===== src/rtl/dbg_ctl_pkg.sv =====
package dbg_ctl_pkg;
    localparam int unsigned REG_W   = 8;
    localparam int unsigned BIT_DBG = 7;
    localparam int unsigned BIT_BRK = 6;
    localparam int unsigned BIT_ACK = 5;
    localparam int unsigned BIT_RST = 0;

    typedef enum logic {
        ACK_IDLE = 1'b0,
        ACK_SEND = 1'b1
    } ack_state_e;

    typedef enum logic {
        RST_IDLE = 1'b0,
        RST_BUSY = 1'b1
    } rst_state_e;
endpackage


===== src/rtl/dbg_ack_fsm.sv =====
module dbg_ack_fsm
    import dbg_ctl_pkg::*;
#(
    parameter int unsigned DW       = 8,
    parameter logic [DW-1:0] ACK_BYTE = '1
) (
    input  logic          clk,
    input  logic          rst_n,
    input  logic          req,
    input  logic          ready,
    output logic          valid,
    output logic [DW-1:0] data
);
    ack_state_e state_q, state_d;

    always_comb begin
        state_d = state_q;
        unique case (state_q)
            ACK_IDLE: if (req) state_d = ACK_SEND;
            ACK_SEND: if (ready) state_d = req ? ACK_SEND : ACK_IDLE;
            default:  state_d = ACK_IDLE;
        endcase
    end

    always_ff @(posedge clk or negedge rst_n) begin
        if (!rst_n) state_q <= ACK_IDLE;
        else        state_q <= state_d;
    end

    always_comb begin
        valid = (state_q == ACK_SEND);
        data  = ACK_BYTE;
    end
endmodule


===== src/rtl/dbg_rst_fsm.sv =====
module dbg_rst_fsm
    import dbg_ctl_pkg::*;
(
    input  logic clk,
    input  logic rst_n,
    input  logic start,
    input  logic done,
    output logic busy
);
    rst_state_e state_q, state_d;

    always_comb begin
        state_d = state_q;
        unique case (state_q)
            RST_IDLE: if (start) state_d = RST_BUSY;
            RST_BUSY: if (done)  state_d = RST_IDLE;
            default:  state_d = RST_IDLE;
        endcase
    end

    always_ff @(posedge clk or negedge rst_n) begin
        if (!rst_n) state_q <= RST_IDLE;
        else        state_q <= state_d;
    end

    always_comb busy = (state_q == RST_BUSY);
endmodule


===== src/rtl/dbg_ctl_reg.sv =====
module dbg_ctl_reg
    import dbg_ctl_pkg::*;
#(
    parameter logic [REG_W-1:0] BRK_OPCODE = 8'h00,
    parameter logic [REG_W-1:0] ACK_BYTE   = 8'hFF
) (
    input  logic             clk,
    input  logic             rst_n,
    input  logic             bus_wr,
    input  logic [REG_W-1:0] bus_wdata,
    output logic [REG_W-1:0] bus_rdata,
    input  logic             op_valid,
    input  logic [REG_W-1:0] op_code,
    input  logic             rdp_active,
    output logic             halt_fetch,
    output logic             ack_valid,
    output logic [REG_W-1:0] ack_data,
    input  logic             ack_ready,
    output logic             sys_rst_req,
    input  logic             sys_rst_done
);
    logic dbg_q, brk_en_q, ack_en_q;
    logic dbg_d, brk_en_d, ack_en_d;
    logic brk_take;
    logic rst_busy;

    // breakpoint is taken only with enable set and the exact opcode
    always_comb brk_take = op_valid && (op_code == BRK_OPCODE) && brk_en_q;

    always_comb begin
        dbg_d    = dbg_q;
        brk_en_d = brk_en_q;
        ack_en_d = ack_en_q;
        if (bus_wr) begin
            brk_en_d = bus_wdata[BIT_BRK];
            ack_en_d = bus_wdata[BIT_ACK];
            if (bus_wdata[BIT_DBG])  dbg_d = 1'b1;
            else if (!rdp_active)    dbg_d = 1'b0;
        end
        if (brk_take) dbg_d = 1'b1;   // hardware set wins over a host clear
    end

    always_ff @(posedge clk or negedge rst_n) begin
        if (!rst_n) begin
            dbg_q    <= 1'b0;
            brk_en_q <= 1'b0;
            ack_en_q <= 1'b0;
        end else begin
            dbg_q    <= dbg_d;
            brk_en_q <= brk_en_d;
            ack_en_q <= ack_en_d;
        end
    end

    dbg_ack_fsm #(.DW(REG_W), .ACK_BYTE(ACK_BYTE)) u_ack (
        .clk   (clk),
        .rst_n (rst_n),
        .req   (brk_take && ack_en_q),
        .ready (ack_ready),
        .valid (ack_valid),
        .data  (ack_data)
    );

    dbg_rst_fsm u_rst (
        .clk   (clk),
        .rst_n (rst_n),
        .start (bus_wr && bus_wdata[BIT_RST]),
        .done  (sys_rst_done),
        .busy  (rst_busy)
    );

    always_comb begin
        bus_rdata          = '0;
        bus_rdata[BIT_DBG] = dbg_q;
        bus_rdata[BIT_BRK] = brk_en_q;
        bus_rdata[BIT_ACK] = ack_en_q;
        bus_rdata[BIT_RST] = rst_busy;
        halt_fetch         = dbg_q;
        sys_rst_req        = rst_busy;
    end
endmodule


===== config.mk =====
export PLATFORM = sky130hd
export DESIGN_NAME = dbg_ctl_reg
export DESIGN_NICKNAME = d
export VERILOG_FILES = /design/src/rtl/dbg_ctl_pkg.sv /design/src/rtl/dbg_ack_fsm.sv /design/src/rtl/dbg_rst_fsm.sv /design/src/rtl/dbg_ctl_reg.sv
export SDC_FILE = /design/constraint.sdc
export NUM_CORES = 1
export LEC_CHECK = 0
export ABC_AREA = 1
export BUFFER_PORTS_ARGS = -buffer_cell sky130_fd_sc_hd__buf_4
export CAP_MARGIN = 20
export CORE_UTILIZATION = 28
export DETAILED_ROUTE_END_ITERATION = 12
export PLACE_DENSITY = 0.71
export SKIP_CTS_REPAIR_TIMING = 1
export SLEW_MARGIN = 5
export SYNTH_ARGS = -nofsm -noshare
export SYNTH_HDL_FRONTEND = slang
export SYNTH_SLANG_ARGS = --single-unit

===== constraint.sdc =====
create_clock -name clk -period 0.8 [get_ports clk]
set_input_delay 0.16 -clock clk [delete_from_list [all_inputs] [get_ports clk]]
set_output_delay 0.16 -clock clk [all_outputs]
set_load 0.05 [all_outputs]

* After elaboration in Yosys (flattened, before gate mapping) *
Cells that the tools add are included.

word-level totals
  flip-flop bits (word level) = 5
  output and inout port bits = 19
  word-level logic and storage cells = 25

cells by class
  eq/ne operators = 1
  muxes and demuxes = 10
  bitwise logic cells = 2
  reduce and logical (&&, ||, !) cells = 7

operators by type and width
  kind                                                                     number
  8-bit zero test                                                          1
  1-bit two-way mux                                                        8
  1-bit logical AND                                                        4
  1-bit case mux with 2 select lines                                       2
  3-bit by 2-bit inequality test with 1-bit output, second input constant  1
  1-bit inverter                                                           2
  2-bit AND reduction                                                      1
  2-bit nonzero test                                                       1

* Logic depth before layout (Yosys ltp) *
Gate-level depths: netlist of run 1.

  word-level depth = 7
  gate-level depth with buffers = 6
  gate-level depth less buffers = 6

* Hierarchy *
Synthesis of run 1 repeated with hierarchy kept, for this count alone.

unflattened totals
  cell total of the unflattened synthesis = 52
  area, all modules = 377.9 um2

by module, submodules not included
  module       instances  cells each  area each (um2)  sequential area each (um2)
  dbg_ctl_reg  1          32          230.2            75.1
  dbg_ack_fsm  1          14          103.8            25.0
  dbg_rst_fsm  1          6           43.8             25.0

* Least setup slack after synthesis of run 1 *
OpenSTA, ideal clock, no wires.

  path kind = reg2out
  start = register dbg_q (netlist: halt_fetch)
  end = output port bus_rdata[7]
  data arrival time = 904 ps
  required time = 640 ps
  path slack = -264 ps
  cell stages (with the launch flop) = 2
  path buffers = 1
  path through = dfrtp_1 -> buf_4

RTL lines
  what                    RTL line           source
  from (decl)             dbg_ctl_reg.sv:22  logic dbg_q, brk_en_q, ack_en_q;
  from (signal assigned)  dbg_ctl_reg.sv:49  dbg_q <= dbg_d;
  to (decl)               dbg_ctl_reg.sv:11  output logic [REG_W-1:0] bus_rdata,

No word-level cell between the ends.

* Final worst setup path of run 1 *
  start = register dbg_q (netlist: halt_fetch)
  end = output port halt_fetch

RTL lines
  what       RTL line           source
  to (decl)  dbg_ctl_reg.sv:15  output logic halt_fetch,

No word-level cell between the ends.

==> metrics.txt, run 1 <==
CTS tree done; clock period minus worst slack between 0.9 and 1 ns; first-pass GRT wire length between 900 and 1000 um; Hold Crit Class in2reg; WHS Path Cells 2; critical path's slowest cell dfrtp_2; Placed Instances slightly below 80; Synth Warn # 0; largest net degree at the start of global routing 6; reg2reg setup slack -0.04 ns; number of clock sinks 5; diodes inserted 0; critical-path maximum fanout 3; Hold Path Origin sys_rst_done; Clock transition at path regs 0.04 ns; Fin. Hold Viols 0; Layout area overhead 54.24%; GPL Wtd Cong about 0.58; status finished with violations; CP peak stage delay around 0.42 ns; Worst setup EP type output port; Routed wire per std cell around 8.2 um; cells on worst reg2reg path 6; Routed Antenna Nets 0; Yosys top cell area share around a third; DRT Pass-1 Iters 1; period utilization 121.6%; Synth area leader dfrtp_1; row count 12; Sequential Area ~130 um2; die width roughly 38 um; type of the worst setup path reg2out; non-filler cells, final 85; aggregate global routing overflow 0; total CTS buffers 3; CP startpoint kind register; antenna violations before repair 0; Cell Area, Synth about 370 um2; CP Data Arrival Time around 0.81 ns; FF-to-FF End u_ack.valid; # fillers 118; Clk Latency, worst-skew pair 0.24 ns; P_leak around 0.00032 uW; CP required between 0.6 and 0.7 ns; FMAX ~1 GHz; Crit. path cell count 1; Synth Register Bits 5; Distinct cells, synth 14; worst path bufs/invs 1; Final WS setup -0.1724 ns; initial core utilization a little under a third; RSZ-0062 raised after global routing true; reg-to-reg startpoint brk_en_q; Cell Pwr Density 1815 mW/mm2; CTS max path bufs 2; Die Height approximately 38 um; Nets between 90 and 100; Post-DP HPWL ~550 um; final setup vio count 10; Min-Delay Endpoint u_rst.busy; layout cells sized above 1 between 40 and 50%; Area contributors post-synth dfrtp_1, buf_4, nand2_1, inv_1, mux2_1; skew final roughly 0.0026 ns; failing checks setup timing; DIE AREA 0.001467 mm2; critical path, cell by cell buf_6; # DRC 0; Fin Hold WS approximately 0.11 ns; peak supply drop 0.7870 mV; Max-Cap Viols 0; final WL ~700 um; Syn Area/Cell 8.024 um2; family with the most delay on the worst path flip-flops; via count 323; multi-input logic area around 150 um2; Initial DRC Count 0; htree depth 1; sequential area share after synthesis between 30% and 40%; # port buffers 25; Ports 42; Slew Viols, Final 0; vias in the first global route ~260; CTS root buf clkbuf_4; post-place setup slack -0.03021 ns; overall routing resource usage about a tenth; detail-routed via count per cell about 3.8; Mapped Cells 46; core area 0.001171 mm2
stage by stage:
stage	instance area [um2]	utilization, %	total power [uW]	setup TNS, ns
after floorplan	425.4	-	669.7	-0.2421
after global placement	495.5	42.31	701.8	-0.03256
after detailed placement	495.5	42.31	706.5	-0.04179
after CTS	521.8	44.55	1008	-1.411
after global routing	569.3	48.61	1096	-1.624
final	569.3	48.61	1033	-1.234
metal layers:
metal  vias to the layer above  track usage [%]  part of all wire [%]
met4                         0            5.357                     0
met5                         -                0                     0
met2                        22            17.37                    50
met3                         0            8.721                    14
met1                       139            8.364                    36
li1                        162                -                     -
synth_stat cells:
library cell,instances
buf_4,16
nand2_1,7
dfrtp_1,5
inv_1,4
nor2_1,3
conb_1,2
nand3_1,2
a22oi_1,1
and2_1,1
mux2_1,1
mux2_2,1
nor2_2,1
o21ai_0,1
or2_1,1
cell families after synthesis:
logic type	share of synthesized area (%)
buffers and inverters	36.61
other	2.035
AOI/OAI and AO/OA	3.389
and+or+nand+nor	17.97
muxes	6.101
DFF	33.90
state kept, by name (all words and copies together), names as in the netlist:
register     flops
ack_en_q         1
brk_en_q         1
halt_fetch       1
u_ack.valid      1
u_rst.busy       1
area by class of cell:
type,instances,share of cell area (%)
Timing Repair Buffer,27,40.66
Inverter,4,2.637
Multi-Input combinational cell,31,26.37
Tap cell,14,3.077
Clock buffer,4,4.615
Sequential cell,5,22.64
cells in the final DEF (no fill, tap or decap), drive strengths merged:
cell type and instances:
inv 4, and2 1, mux2 2, nor2 4, nand2 7, buf 26
a22oi 1, clkbuf 4, nand3 2, or2 1, o21ai 1, dfrtp 5
dlygate4sd3 1, conb 12
worst max-delay path by stage:
stage / to / startpoint / slack, ns
2_1_floorplan: bus_rdata[7] / halt_fetch / -0.07
3_5_place_dp: u_ack.valid / op_code[5] / -0.03
4_1_cts: bus_rdata[7] / halt_fetch / -0.20
3_3_place_gp: u_ack.valid / op_code[5] / -0.02
5_1_grt: bus_rdata[7] / halt_fetch / -0.20
6_report: halt_fetch / halt_fetch / -0.17
power by group:
group          internal (uW)  switching, uW  leakage, uW
Combinational            151            293     0.000246
Clock                    188           99.1    0.0000150
Sequential               278           23.2    0.0000575
Total                    618            416     0.000318
Power figures use the tool's default switching activity.
==> run 2, diff against run 1 <==
--- a/config.mk
+++ b/config.mk
@@ -8,11 +8,12 @@
 export ABC_AREA = 1
 export BUFFER_PORTS_ARGS = -buffer_cell sky130_fd_sc_hd__buf_4
 export CAP_MARGIN = 20
-export CORE_UTILIZATION = 28
+export CORE_UTILIZATION = 29
 export DETAILED_ROUTE_END_ITERATION = 12
-export PLACE_DENSITY = 0.71
+export PLACE_DENSITY = 0.73
 export SKIP_CTS_REPAIR_TIMING = 1
 export SLEW_MARGIN = 5
 export SYNTH_ARGS = -nofsm -noshare
 export SYNTH_HDL_FRONTEND = slang
+export SYNTH_HIERARCHICAL = 1
 export SYNTH_SLANG_ARGS = --single-unit
==> metrics.txt, run 2 <==
Routed Antenna Nets 0 (unchanged); Final WS setup -0.1806 ns (was -0.1724 ns); number of clock sinks 5 (unchanged); Cell Pwr Density 1777 mW/mm2 (was 1815 mW/mm2); antenna violations before repair 0 (unchanged); overall routing resource usage 10.01% (was 10.43%); Hold Crit Class in2reg (unchanged); # fillers 117 (was 118); reg2reg setup slack -0.07 ns (was -0.04 ns); FF-to-FF End u_ack/valid (was u_ack.valid); DIE AREA 0.001451 mm2 (was 0.001467 mm2); Layout area overhead 51.99% (was 54.24%); CP startpoint kind register (unchanged); async set-reset flop share out of synthesis 100.0% (unchanged); CP required 0.64 ns (about the same); Placed Instances 85 (was 79); # port buffers 25 (unchanged); FMAX 1.020 GHz (was 1.028 GHz); RSZ-0062 raised after global routing true (unchanged); CP peak stage delay 0.42 ns (about the same); Area contributors post-synth dfrtp_1, buf_4, nand2_1, inv_1, nor2_1 (was dfrtp_1, buf_4, nand2_1, inv_1, mux2_1); failing checks setup timing (unchanged); peak supply drop 0.6130 mV (was 0.7870 mV); Synth Register Bits 5 (unchanged); largest net degree at the start of global routing 7 (was 6); EDFF count, synth 0 (unchanged); post-route cell area 574.3 um2 (was 569.3 um2); final setup vio count 8 (was 10); CTS root buf clkbuf_4 (unchanged); most frequent cells after synthesis buf_4, nand2_1, inv_1 (was buf_4, nand2_1, dfrtp_1); Synth Warn # 6 (was 0); Initial DRC Count 7 (was 0); detail-routed via count per cell 3.844 (was 3.800); Distinct cells, synth 12 (was 14); top_reg_cell synth dfrtp_1 (unchanged); row count 12 (unchanged); Slew Viols, Final 0 (unchanged); Ports 42 (unchanged); Die Height 38.10 um (was 38.31 um); core area 0.001156 mm2 (was 0.001171 mm2); cells on worst reg2reg path 6 (unchanged); GPL Wtd Cong 0.5935 (was 0.5820); first-pass GRT wire length 938 um (was 931 um); type of the worst setup path reg2out (unchanged); layout cells sized above 1 44.74% (was 49.30%); sequential area share after synthesis 33.11% (was 33.90%); reg-to-reg startpoint brk_en_q (unchanged); initial core utilization 32.68% (was 31.52%); family with the most delay on the worst path flip-flops (unchanged); Max-Cap Viols 0 (unchanged); Cell Area, Synth 377.9 um2 (was 369.1 um2); worst path bufs/invs 1 (unchanged); # DRC 0 (unchanged); Worst setup EP type output port (unchanged); Yosys top cell area share 33.11% (was 33.90%); most frequent cells in the layout buf_4, conb_1, nand2_1 (was buf_4, conb_1, nand2_1, buf_6, inv_1); critical-path maximum fanout 4 (was 3); P_leak 0.0003310 uW (was 0.0003181 uW); status finished with violations (unchanged); Min-Delay Endpoint u_rst/busy (was u_rst.busy); Synth area leader dfrtp_1 (unchanged); CTS tree done (unchanged); Sequential Area 128.9 um2 (unchanged); Post-DP HPWL 577 um (was 550 um); critical path, cell by cell buf_6 (unchanged); Clk Latency, worst-skew pair 0.24 ns (about the same); Mapped Cells 52 (was 46); diodes inserted 0 (unchanged); most frequent cell after synthesis buf_4 (unchanged); CTS max path bufs 2 (unchanged); final WL 684 um (was 696 um); Routed wire per std cell 7.600 um (was 8.188 um); Clock transition at path regs 0.04 ns (about the same); final core utilization 49.68% (was 48.61%); clock period minus worst slack 0.9806 ns (was 0.9724 ns); die width 38.10 um (was 38.31 um); WHS Path Cells 4 (was 2); DRT Pass-1 Iters 3 (was 1); critical path's slowest cell dfrtp_2 (unchanged); period utilization 122.6% (was 121.6%); Fin. Hold Viols 0 (unchanged); Area after DPL 504.2 um2 (was 495.5 um2); aggregate global routing overflow 0 (unchanged); Nets 100 (was 95); vias in the first global route 284 (was 258); multi-input logic area 147.6 um2 (was 150.1 um2); Hold Path Origin sys_rst_done (unchanged); commonest non-fill, non-tap cell in the layout buf_4 (unchanged); CP Data Arrival Time 0.82 ns (was 0.81 ns); Syn Area/Cell 7.267 um2 (was 8.024 um2); htree depth 1 (unchanged); total CTS buffers 3 (unchanged); non-filler cells, final 90 (was 85); post-place setup slack -0.06954 ns (was -0.03021 ns); skew final 0.001767 ns (was 0.002627 ns); via count 346 (was 323)
[run 2: kinds of logic (layout without fill, tap and decap cells)]
group	count (synthesis)	in the layout	synth area share (%)
AND/OR/NAND/NOR	17	17	17.55
AO/OA/AOI/OAI	3	3	4.634
buffers and inverters	24	38	39.74
other	2	12	1.987
multiplexers	1	1	2.980
flip-flops	5	5	33.11
[run 2: final cells by class]
cell class | count | area share (%)
Multi-Input combinational cell | 33 | 25.71
Timing Repair Buffer | 26 | 39.00
Tap cell | 14 | 3.050
Sequential cell | 5 | 22.44
Clock buffer | 4 | 4.575
Inverter | 8 | 5.229
[run 2: metal layers]
metal / GRT usage, % / vias to the layer above / share of wire (%)
li1: - / 172 / -
met1: 7.527 / 141 / 32
met2: 17.80 / 30 / 55
met3: 2.326 / 3 / 11
met4: 13.39 / 0 / 2.2
met5: 0 / - / 0
[run 2: worst max path at each step]
| stage | from | to | slack [ns] | depth (start not counted) |
|---|---|---|---|---|
| floorplan | u_rst/busy | bus_rdata[0] | -0.07 | 1 |
| global placement | brk_en_q | u_ack/valid | -0.06 | 6 |
| detailed placement | brk_en_q | u_ack/valid | -0.07 | 6 |
| CTS | u_rst/busy | bus_rdata[0] | -0.21 | 1 |
| finish | u_rst/busy | bus_rdata[0] | -0.18 | 1 |
| global route | u_rst/busy | bus_rdata[0] | -0.21 | 1 |
[run 2: power by group]
part	switching, uW	internal, uW
clock	96.0	188
combinational	295	141
sequential	21.9	278
[run 2: per-stage QoR]
| stage | total power [uW] | setup TNS, ns | hold slack (ns) |
|---|---|---|---|
| finish | 1020 | -1.225 | 0.1543 |
| global route | 1090 | -1.588 | 0.1480 |
| CTS | 997.6 | -1.426 | -0.2925 |
| detailed placement | 707.1 | -0.06954 | -0.03779 |
| global placement | 701.9 | -0.05825 | -0.03775 |
| floorplan | 670.2 | -0.1847 | -0.1356 |
